<file path="config.mk">
export PLATFORM = sky130hd
export DESIGN_NAME = stride_prefetcher
export DESIGN_NICKNAME = d
export VERILOG_FILES = /design/src/rtl/pf_pkg.sv /design/src/rtl/pf_stream_table.sv /design/src/rtl/pf_target_gen.sv /design/src/rtl/pf_req_fifo.sv /design/src/rtl/stride_prefetcher.sv
export SDC_FILE = /design/constraint.sdc
export NUM_CORES = 1
export LEC_CHECK = 0
export ABC_AREA = 1
export BUFFER_PORTS_ARGS = -buffer_cell sky130_fd_sc_hd__buf_2
export CAP_MARGIN = 20
export CORE_MARGIN = 10
export CORE_UTILIZATION = 30
export DETAILED_ROUTE_END_ITERATION = 16
export GPL_TIMING_DRIVEN = 0
export SYNTH_ARGS = -nofsm -noshare
export SYNTH_HDL_FRONTEND = slang
export SYNTH_SLANG_ARGS = --single-unit
</file>
<file path="constraint.sdc">
create_clock -name clk -period 9.4 [get_ports clk]
set_input_delay 1.41 -clock clk [delete_from_list [all_inputs] [get_ports clk]]
set_output_delay 1.41 -clock clk [all_outputs]
set_load 0.005 [all_outputs]
</file>
<file path="src/rtl/pf_pkg.sv">
// Package: shared types for the stride prefetcher.
// Assumes: nothing beyond the importing modules' parameters.
package pf_pkg;
    // Source of a candidate request.
    typedef enum logic [1:0] {
        PFK_NONE   = 2'd0,
        PFK_NEXT   = 2'd1,
        PFK_STRIDE = 2'd2
    } pf_kind_e;
endpackage

</file>
<file path="src/rtl/pf_stream_table.sv">
// Stream table: a page-keyed set of stride trackers with confidence counters.
// Assumes: ENTRIES >= 2, a power of two is not required; one access per cycle at most.
module pf_stream_table #(
    parameter int AW       = 32,
    parameter int PAGE_W   = 12,
    parameter int ENTRIES  = 4,
    parameter int CONF_W   = 2,
    parameter int CONF_MIN = 2
) (
    input  logic          clk,
    input  logic          rst_n,
    input  logic          acc_valid,
    input  logic [AW-1:0] acc_addr,
    output logic          stride_ok,
    output logic [AW-1:0] stride_val,
    output logic          any_conf
);
    localparam int TAG_W = AW - PAGE_W;
    localparam int IDX_W = $clog2(ENTRIES);
    localparam logic [CONF_W-1:0] CONF_THR = CONF_W'(CONF_MIN);
    localparam logic [CONF_W-1:0] CONF_TOP = '1;

    logic              ent_valid  [ENTRIES];
    logic [TAG_W-1:0]  ent_tag    [ENTRIES];
    logic [AW-1:0]     ent_last   [ENTRIES];
    logic [AW-1:0]     ent_stride [ENTRIES];
    logic [CONF_W-1:0] ent_conf   [ENTRIES];
    logic [IDX_W-1:0]  rr_ptr;

    logic [ENTRIES-1:0] hit_vec;
    logic [ENTRIES-1:0] trust_vec;
    logic               hit_any;
    logic [IDX_W-1:0]   hit_idx;
    logic [AW-1:0]      new_stride;
    logic [CONF_W-1:0]  conf_next;
    logic [TAG_W-1:0]   acc_tag;

    assign acc_tag = acc_addr[AW-1:PAGE_W];

    // Per-entry page match and trust flags.
    for (genvar g = 0; g < ENTRIES; g++) begin : g_ent
        assign hit_vec[g]   = ent_valid[g] && (ent_tag[g] == acc_tag);
        assign trust_vec[g] = ent_valid[g] && (ent_conf[g] >= CONF_THR)
                              && (ent_stride[g] != '0);
    end

    // Pick the hitting entry and compute its updated stride and confidence.
    always_comb begin
        hit_any = 1'b0;
        hit_idx = '0;
        for (int i = 0; i < ENTRIES; i++) begin
            if (hit_vec[i] && !hit_any) begin
                hit_any = 1'b1;
                hit_idx = IDX_W'(i);
            end
        end
        new_stride = acc_addr - ent_last[hit_idx];
        if (new_stride == ent_stride[hit_idx])
            conf_next = (ent_conf[hit_idx] == CONF_TOP) ? CONF_TOP : ent_conf[hit_idx] + 1'b1;
        else
            conf_next = '0;
    end

    assign stride_ok  = acc_valid && hit_any && (conf_next >= CONF_THR) && (new_stride != '0);
    assign stride_val = new_stride;
    assign any_conf   = |trust_vec;

    // Train the hit entry or allocate a new one round-robin.
    always_ff @(posedge clk) begin
        if (!rst_n) begin
            for (int i = 0; i < ENTRIES; i++) begin
                ent_valid[i]  <= 1'b0;
                ent_tag[i]    <= '0;
                ent_last[i]   <= '0;
                ent_stride[i] <= '0;
                ent_conf[i]   <= '0;
            end
            rr_ptr <= '0;
        end else if (acc_valid) begin
            if (hit_any) begin
                ent_last[hit_idx]   <= acc_addr;
                ent_stride[hit_idx] <= new_stride;
                ent_conf[hit_idx]   <= conf_next;
            end else begin
                ent_valid[rr_ptr]  <= 1'b1;
                ent_tag[rr_ptr]    <= acc_tag;
                ent_last[rr_ptr]   <= acc_addr;
                ent_stride[rr_ptr] <= '0;
                ent_conf[rr_ptr]   <= '0;
                rr_ptr <= (rr_ptr == IDX_W'(ENTRIES - 1)) ? '0 : rr_ptr + 1'b1;
            end
        end
    end
endmodule

</file>
<file path="src/rtl/pf_target_gen.sv">
// Target generator: forms the stride or next-line target, aligns it and filters page crossings.
// Assumes: the stride input is the byte difference, modulo 2^AW.
module pf_target_gen
    import pf_pkg::*;
#(
    parameter int AW       = 32,
    parameter int LINE_W   = 6,
    parameter int PAGE_W   = 12,
    parameter int AHEAD_LG = 2
) (
    input  logic          acc_valid,
    input  logic [AW-1:0] acc_addr,
    input  logic          stride_ok,
    input  logic [AW-1:0] stride_val,
    input  logic          any_conf,
    output logic          req_valid,
    output logic [AW-1:0] req_addr
);
    localparam logic [AW-1:0] LINE_BYTES = AW'(1) << LINE_W;

    pf_kind_e      kind;
    logic [AW-1:0] raw_tgt;
    logic [AW-1:0] line_base;

    // Choose the request source and compute its aligned, page-checked target.
    always_comb begin
        line_base = {acc_addr[AW-1:LINE_W], {LINE_W{1'b0}}};
        if (!acc_valid)     kind = PFK_NONE;
        else if (stride_ok) kind = PFK_STRIDE;
        else if (!any_conf) kind = PFK_NEXT;
        else                kind = PFK_NONE;
        case (kind)
            PFK_STRIDE: raw_tgt = acc_addr + (stride_val << AHEAD_LG);
            default:    raw_tgt = line_base + LINE_BYTES;
        endcase
        req_addr  = {raw_tgt[AW-1:LINE_W], {LINE_W{1'b0}}};
        req_valid = (kind != PFK_NONE) && (req_addr[AW-1:PAGE_W] == acc_addr[AW-1:PAGE_W]);
    end
endmodule

</file>
<file path="src/rtl/pf_req_fifo.sv">
// Request queue: circular buffer that drops pushes while full.
// Assumes: DEPTH >= 2.
module pf_req_fifo #(
    parameter int W     = 32,
    parameter int DEPTH = 4
) (
    input  logic         clk,
    input  logic         rst_n,
    input  logic         push,
    input  logic [W-1:0] push_data,
    input  logic         pop_ready,
    output logic         out_valid,
    output logic [W-1:0] out_data
);
    localparam int PTR_W = $clog2(DEPTH);
    localparam int CNT_W = PTR_W + 1;

    logic [W-1:0]     mem [DEPTH];
    logic [PTR_W-1:0] wr_ptr;
    logic [PTR_W-1:0] rd_ptr;
    logic [CNT_W-1:0] count;
    logic             do_push;
    logic             do_pop;

    assign out_valid = (count != '0);
    assign out_data  = mem[rd_ptr];
    assign do_push   = push && (count != CNT_W'(DEPTH));
    assign do_pop    = out_valid && pop_ready;

    // Advance pointers and occupancy.
    always_ff @(posedge clk) begin
        if (!rst_n) begin
            wr_ptr <= '0;
            rd_ptr <= '0;
            count  <= '0;
        end else begin
            if (do_push)
                wr_ptr <= (wr_ptr == PTR_W'(DEPTH - 1)) ? '0 : wr_ptr + 1'b1;
            if (do_pop)
                rd_ptr <= (rd_ptr == PTR_W'(DEPTH - 1)) ? '0 : rd_ptr + 1'b1;
            count <= count + CNT_W'(do_push) - CNT_W'(do_pop);
        end
    end

    // Store accepted requests.
    always_ff @(posedge clk) begin
        if (do_push)
            mem[wr_ptr] <= push_data;
    end
endmodule

</file>
<file path="src/rtl/stride_prefetcher.sv">
// Top: stride-detecting data prefetcher with next-line fallback and page filtering.
// Assumes: byte addresses, 64-byte lines, 4 KB pages, at most one demand per cycle.
module stride_prefetcher #(
    parameter int AW       = 32,
    parameter int LINE_W   = 6,
    parameter int PAGE_W   = 12,
    parameter int ENTRIES  = 4,
    parameter int CONF_W   = 2,
    parameter int CONF_MIN = 2,
    parameter int AHEAD_LG = 2,
    parameter int Q_DEPTH  = 4
) (
    input  logic          clk,
    input  logic          rst_n,
    input  logic          dmd_valid,
    input  logic [AW-1:0] dmd_addr,
    output logic          pf_valid,
    input  logic          pf_ready,
    output logic [AW-1:0] pf_addr
);
    logic          stride_ok;
    logic [AW-1:0] stride_val;
    logic          any_conf;
    logic          cand_valid;
    logic [AW-1:0] cand_addr;

    pf_stream_table #(
        .AW(AW), .PAGE_W(PAGE_W), .ENTRIES(ENTRIES),
        .CONF_W(CONF_W), .CONF_MIN(CONF_MIN)
    ) i_table (
        .clk(clk), .rst_n(rst_n),
        .acc_valid(dmd_valid), .acc_addr(dmd_addr),
        .stride_ok(stride_ok), .stride_val(stride_val), .any_conf(any_conf)
    );

    pf_target_gen #(
        .AW(AW), .LINE_W(LINE_W), .PAGE_W(PAGE_W), .AHEAD_LG(AHEAD_LG)
    ) i_tgt (
        .acc_valid(dmd_valid), .acc_addr(dmd_addr),
        .stride_ok(stride_ok), .stride_val(stride_val), .any_conf(any_conf),
        .req_valid(cand_valid), .req_addr(cand_addr)
    );

    pf_req_fifo #(
        .W(AW), .DEPTH(Q_DEPTH)
    ) i_fifo (
        .clk(clk), .rst_n(rst_n),
        .push(cand_valid), .push_data(cand_addr),
        .pop_ready(pf_ready),
        .out_valid(pf_valid), .out_data(pf_addr)
    );
endmodule

</file>
==> flow_metrics.tcl <==
set metrics [dict create \
    outcome "finished, final reports clean" \
    relSlewSlack_pct 30.77 \
    grt_pass1_vias 21640 \
    dieArea_mm2 0.1003 \
    crit_arrival_ns 9.59 \
    hpwl_mm 67.72 \
    hold_viol_final 0 \
    dr.first_iter.drc_count 2642 \
    final_common_cell "nand2_1" \
    final_util_pct 34.99 \
    cts_buffers 50 \
    portBuffers 61 \
    crit_end "i_fifo.count[2]" \
    crit_fanout 28 \
    peakVddDrop_uv 146.8 \
    fin_crit_sh_pct 96.32 \
    path_class "in -> reg" \
    cts.reportedPaths.clkPinSlew_ns 0.07 \
    cp_slowest_cell "buf_1" \
    cp-end-kind "flop" \
    antenna_found_initial 11 \
    hp-class "reg -> reg" \
    r2r_slack_ns 1.44 \
    start_util_pct 30.35 \
    drive_above_1_share_pct 8.551 \
    maxCapViolations 0 \
    worst_hold_slack_ns 0.5225 \
    avgSynthCellArea_um2 8.267 \
    place.gp.congestion 0.9749 \
    ys.flop_type "edfxtp_1" \
    grt_max_degree 40 \
    crit_required_ns 9.94 \
    clkLatencyLatePin_ns 0.62 \
    yosys_warnings 0 \
    power.leakage_nw 12.47 \
    clock.fmax_ghz 0.1104 \
    worst_pin_slew_ns 1.039 \
    grtUsageTotal_pct 17.95 \
    rr_worst_depth 39 \
    multiInputGateArea_mm2 0.01097 \
    die_h_um 316.7 \
    netlist_area_mm2 0.02641 \
    areaGrowthSynthToFinish_pct 15.30 \
    htreeDepth 2 \
    core_mm2 0.08702 \
    routed_wl_mm 91.86 \
    holdPathStages 2 \
    slowest_delay_ns 0.49 \
    cp_common_cell "nand2_1" \
    place_ws_ns -2.168 \
    drcViolationCount 0 \
    nets 3437 \
    cts_root_buf "clkbuf_16" \
    wl_per_cell_um 20.28 \
    gr-total-overflow 0 \
    ys_ff_latch 463 \
    rows 108 \
    register_area_mm2 0.01376 \
    synth_seq_area_share_pct 52.11 \
    r2r-start "i_table.ent_valid[1]" \
    synth_cell_type_count 51 \
    fin_skew_ns 0.03297 \
    num_io_pins 69 \
    grt_pass1_wl_mm 136.5 \
    slew_viol_final 0 \
    mostFrequentLayoutCells "nand2_1 (764), nor2_1 (592), edfxtp_1 (449), inv_1 (320), nand3_1 (287)" \
    rsz0062_at_grt "no" \
    worst_slack_ns 0.3456 \
    vias_per_cell 5.060 \
    worstReg2RegEnd "i_fifo.count[2]" \
    nFillCells 9008 \
    synth_edf_count 449 \
    cts_sinks 463 \
    fin_crit_ns 9.054 \
    cts_tree "yes" \
    firstDrtPassIters 6 \
    power.density_mw_per_mm2 187.6 \
    synthArstFlopShare_pct 0 \
    cts_hold_buf 0 \
    die_x_um 316.7 \
    ant_nets 0 \
    setup_viol 0 \
    critPathLaunchType "primary input" \
    ctsLongestPathBuffers 3 \
    crit_start "dmd_addr[21]" \
    vias 22920 \
    synthCells 3195 \
]
## per-stage QoR
| step | TNS (ns) | std cells | total power (W) | area [um2] |
|---|---|---|---|---|
| floorplan | 0 | 3200 | 0.003179 | 26430 |
| global placement | -634.17 | 4416 | 0.003632 | 28180 |
| detailed placement | -254.18 | 4427 | 0.003643 | 28400 |
| CTS | 0 | 4526 | 0.005712 | 30320 |
| global route | 0 | 4523 | 0.005944 | 30440 |
| finish | 0 | 4529 | 0.005714 | 30450 |
## how the worst min path moves through the flow
stage	endpoint	from
after floorplan	i_table.rr_ptr[0]	i_table.rr_ptr[0]
after global placement	i_fifo.rd_ptr[1]	i_fifo.rd_ptr[1]
after detailed placement	i_fifo.rd_ptr[1]	i_fifo.rd_ptr[1]
after CTS	i_fifo.rd_ptr[1]	i_fifo.rd_ptr[1]
after global routing	flop	i_fifo.rd_ptr[1]
final	i_fifo.rd_ptr[1]	i_fifo.rd_ptr[1]
## cell type report
type                       instances  area share [%]
antenna                            6         0.04930
buffer                           137           2.395
clock buffer                      60           4.302
clock inverter                    30           1.257
inverter                         341           4.220
multi-input combinational       2257           36.04
sequential                       463           45.19
tap                             1155           4.745
timing repair buffer              80           1.800
## worst max-delay path: cells and delay by family
kind            cells  cell delay, ns
simple gates       30            4.17
compound gates      5            0.83
fa+ha+maj           3            0.88
buf+inv            11            2.24
## flip-flops by register name (all words and copies together) (netlist names), named ones only
name,flops
i_table.ent_last,128
i_table.ent_valid,4
i_fifo.wr_ptr,2
i_table.ent_conf,8
i_table.ent_stride,128
i_table.ent_tag,80
i_fifo.count,3
i_table.rr_ptr,2
i_fifo.rd_ptr,2
i_fifo.mem,104
## cells in the mapped netlist (19+ instances only)
| cell | number | area [um2] |
|---|---|---|
| ha_1 | 69 | 863.3 |
| xnor2_1 | 20 | 175.2 |
| nand2_1 | 772 | 2898 |
| o21ai_0 | 132 | 660.6 |
| inv_1 | 321 | 1205 |
| nand4_1 | 52 | 325.3 |
| nor2_1 | 598 | 2245 |
| buf_2 | 42 | 210.2 |
| nor3_1 | 34 | 170.2 |
| o22ai_1 | 32 | 200.2 |
| nand3_1 | 289 | 1446 |
| xor2_1 | 55 | 481.7 |
| a21oi_1 | 72 | 360.4 |
| edfxtp_1 | 449 | 13480 |
| inv_2 | 19 | 71.32 |
| clkbuf_1 | 74 | 277.8 |
| nor4_1 | 44 | 275.3 |
## per-layer routing
layer	track usage [%]	part of all wire [%]	up-vias
li1	-	-	10890
met1	24.69	42	10780
met2	27.82	44	1030
met3	3.382	9.7	203
met4	6.703	3.6	12
met5	0	0.067	-
## kinds of logic after synthesis
kind of cell | count (synthesis) | synth area share, %
compound gates | 275 | 5.756
xor+xnor | 75 | 2.487
fa+ha+maj | 71 | 3.420
buf+inv | 484 | 7.348
flops | 463 | 52.11
mux | 1 | 0.03790
other cells | 1 | 0.01420
simple gates | 1825 | 28.83
## report_power, final
group,internal (W),switching [W]
combinational,0.000368,0.000833
sequential,0.00238,0.0000552
clock,0.00124,0.000845
total,0.00398,0.00173
## timing repair
item / in CTS / in global routing
setup buffers: 6 / 2
resized for setup: 42 / 46
endpoints found under the setup margin: 115 / 113
pin swaps: 8 / 4
gates cloned: 4 / 0
endpoints found under the hold margin: 0 / 0
Note: power is estimated with default switching activity, not from simulation.
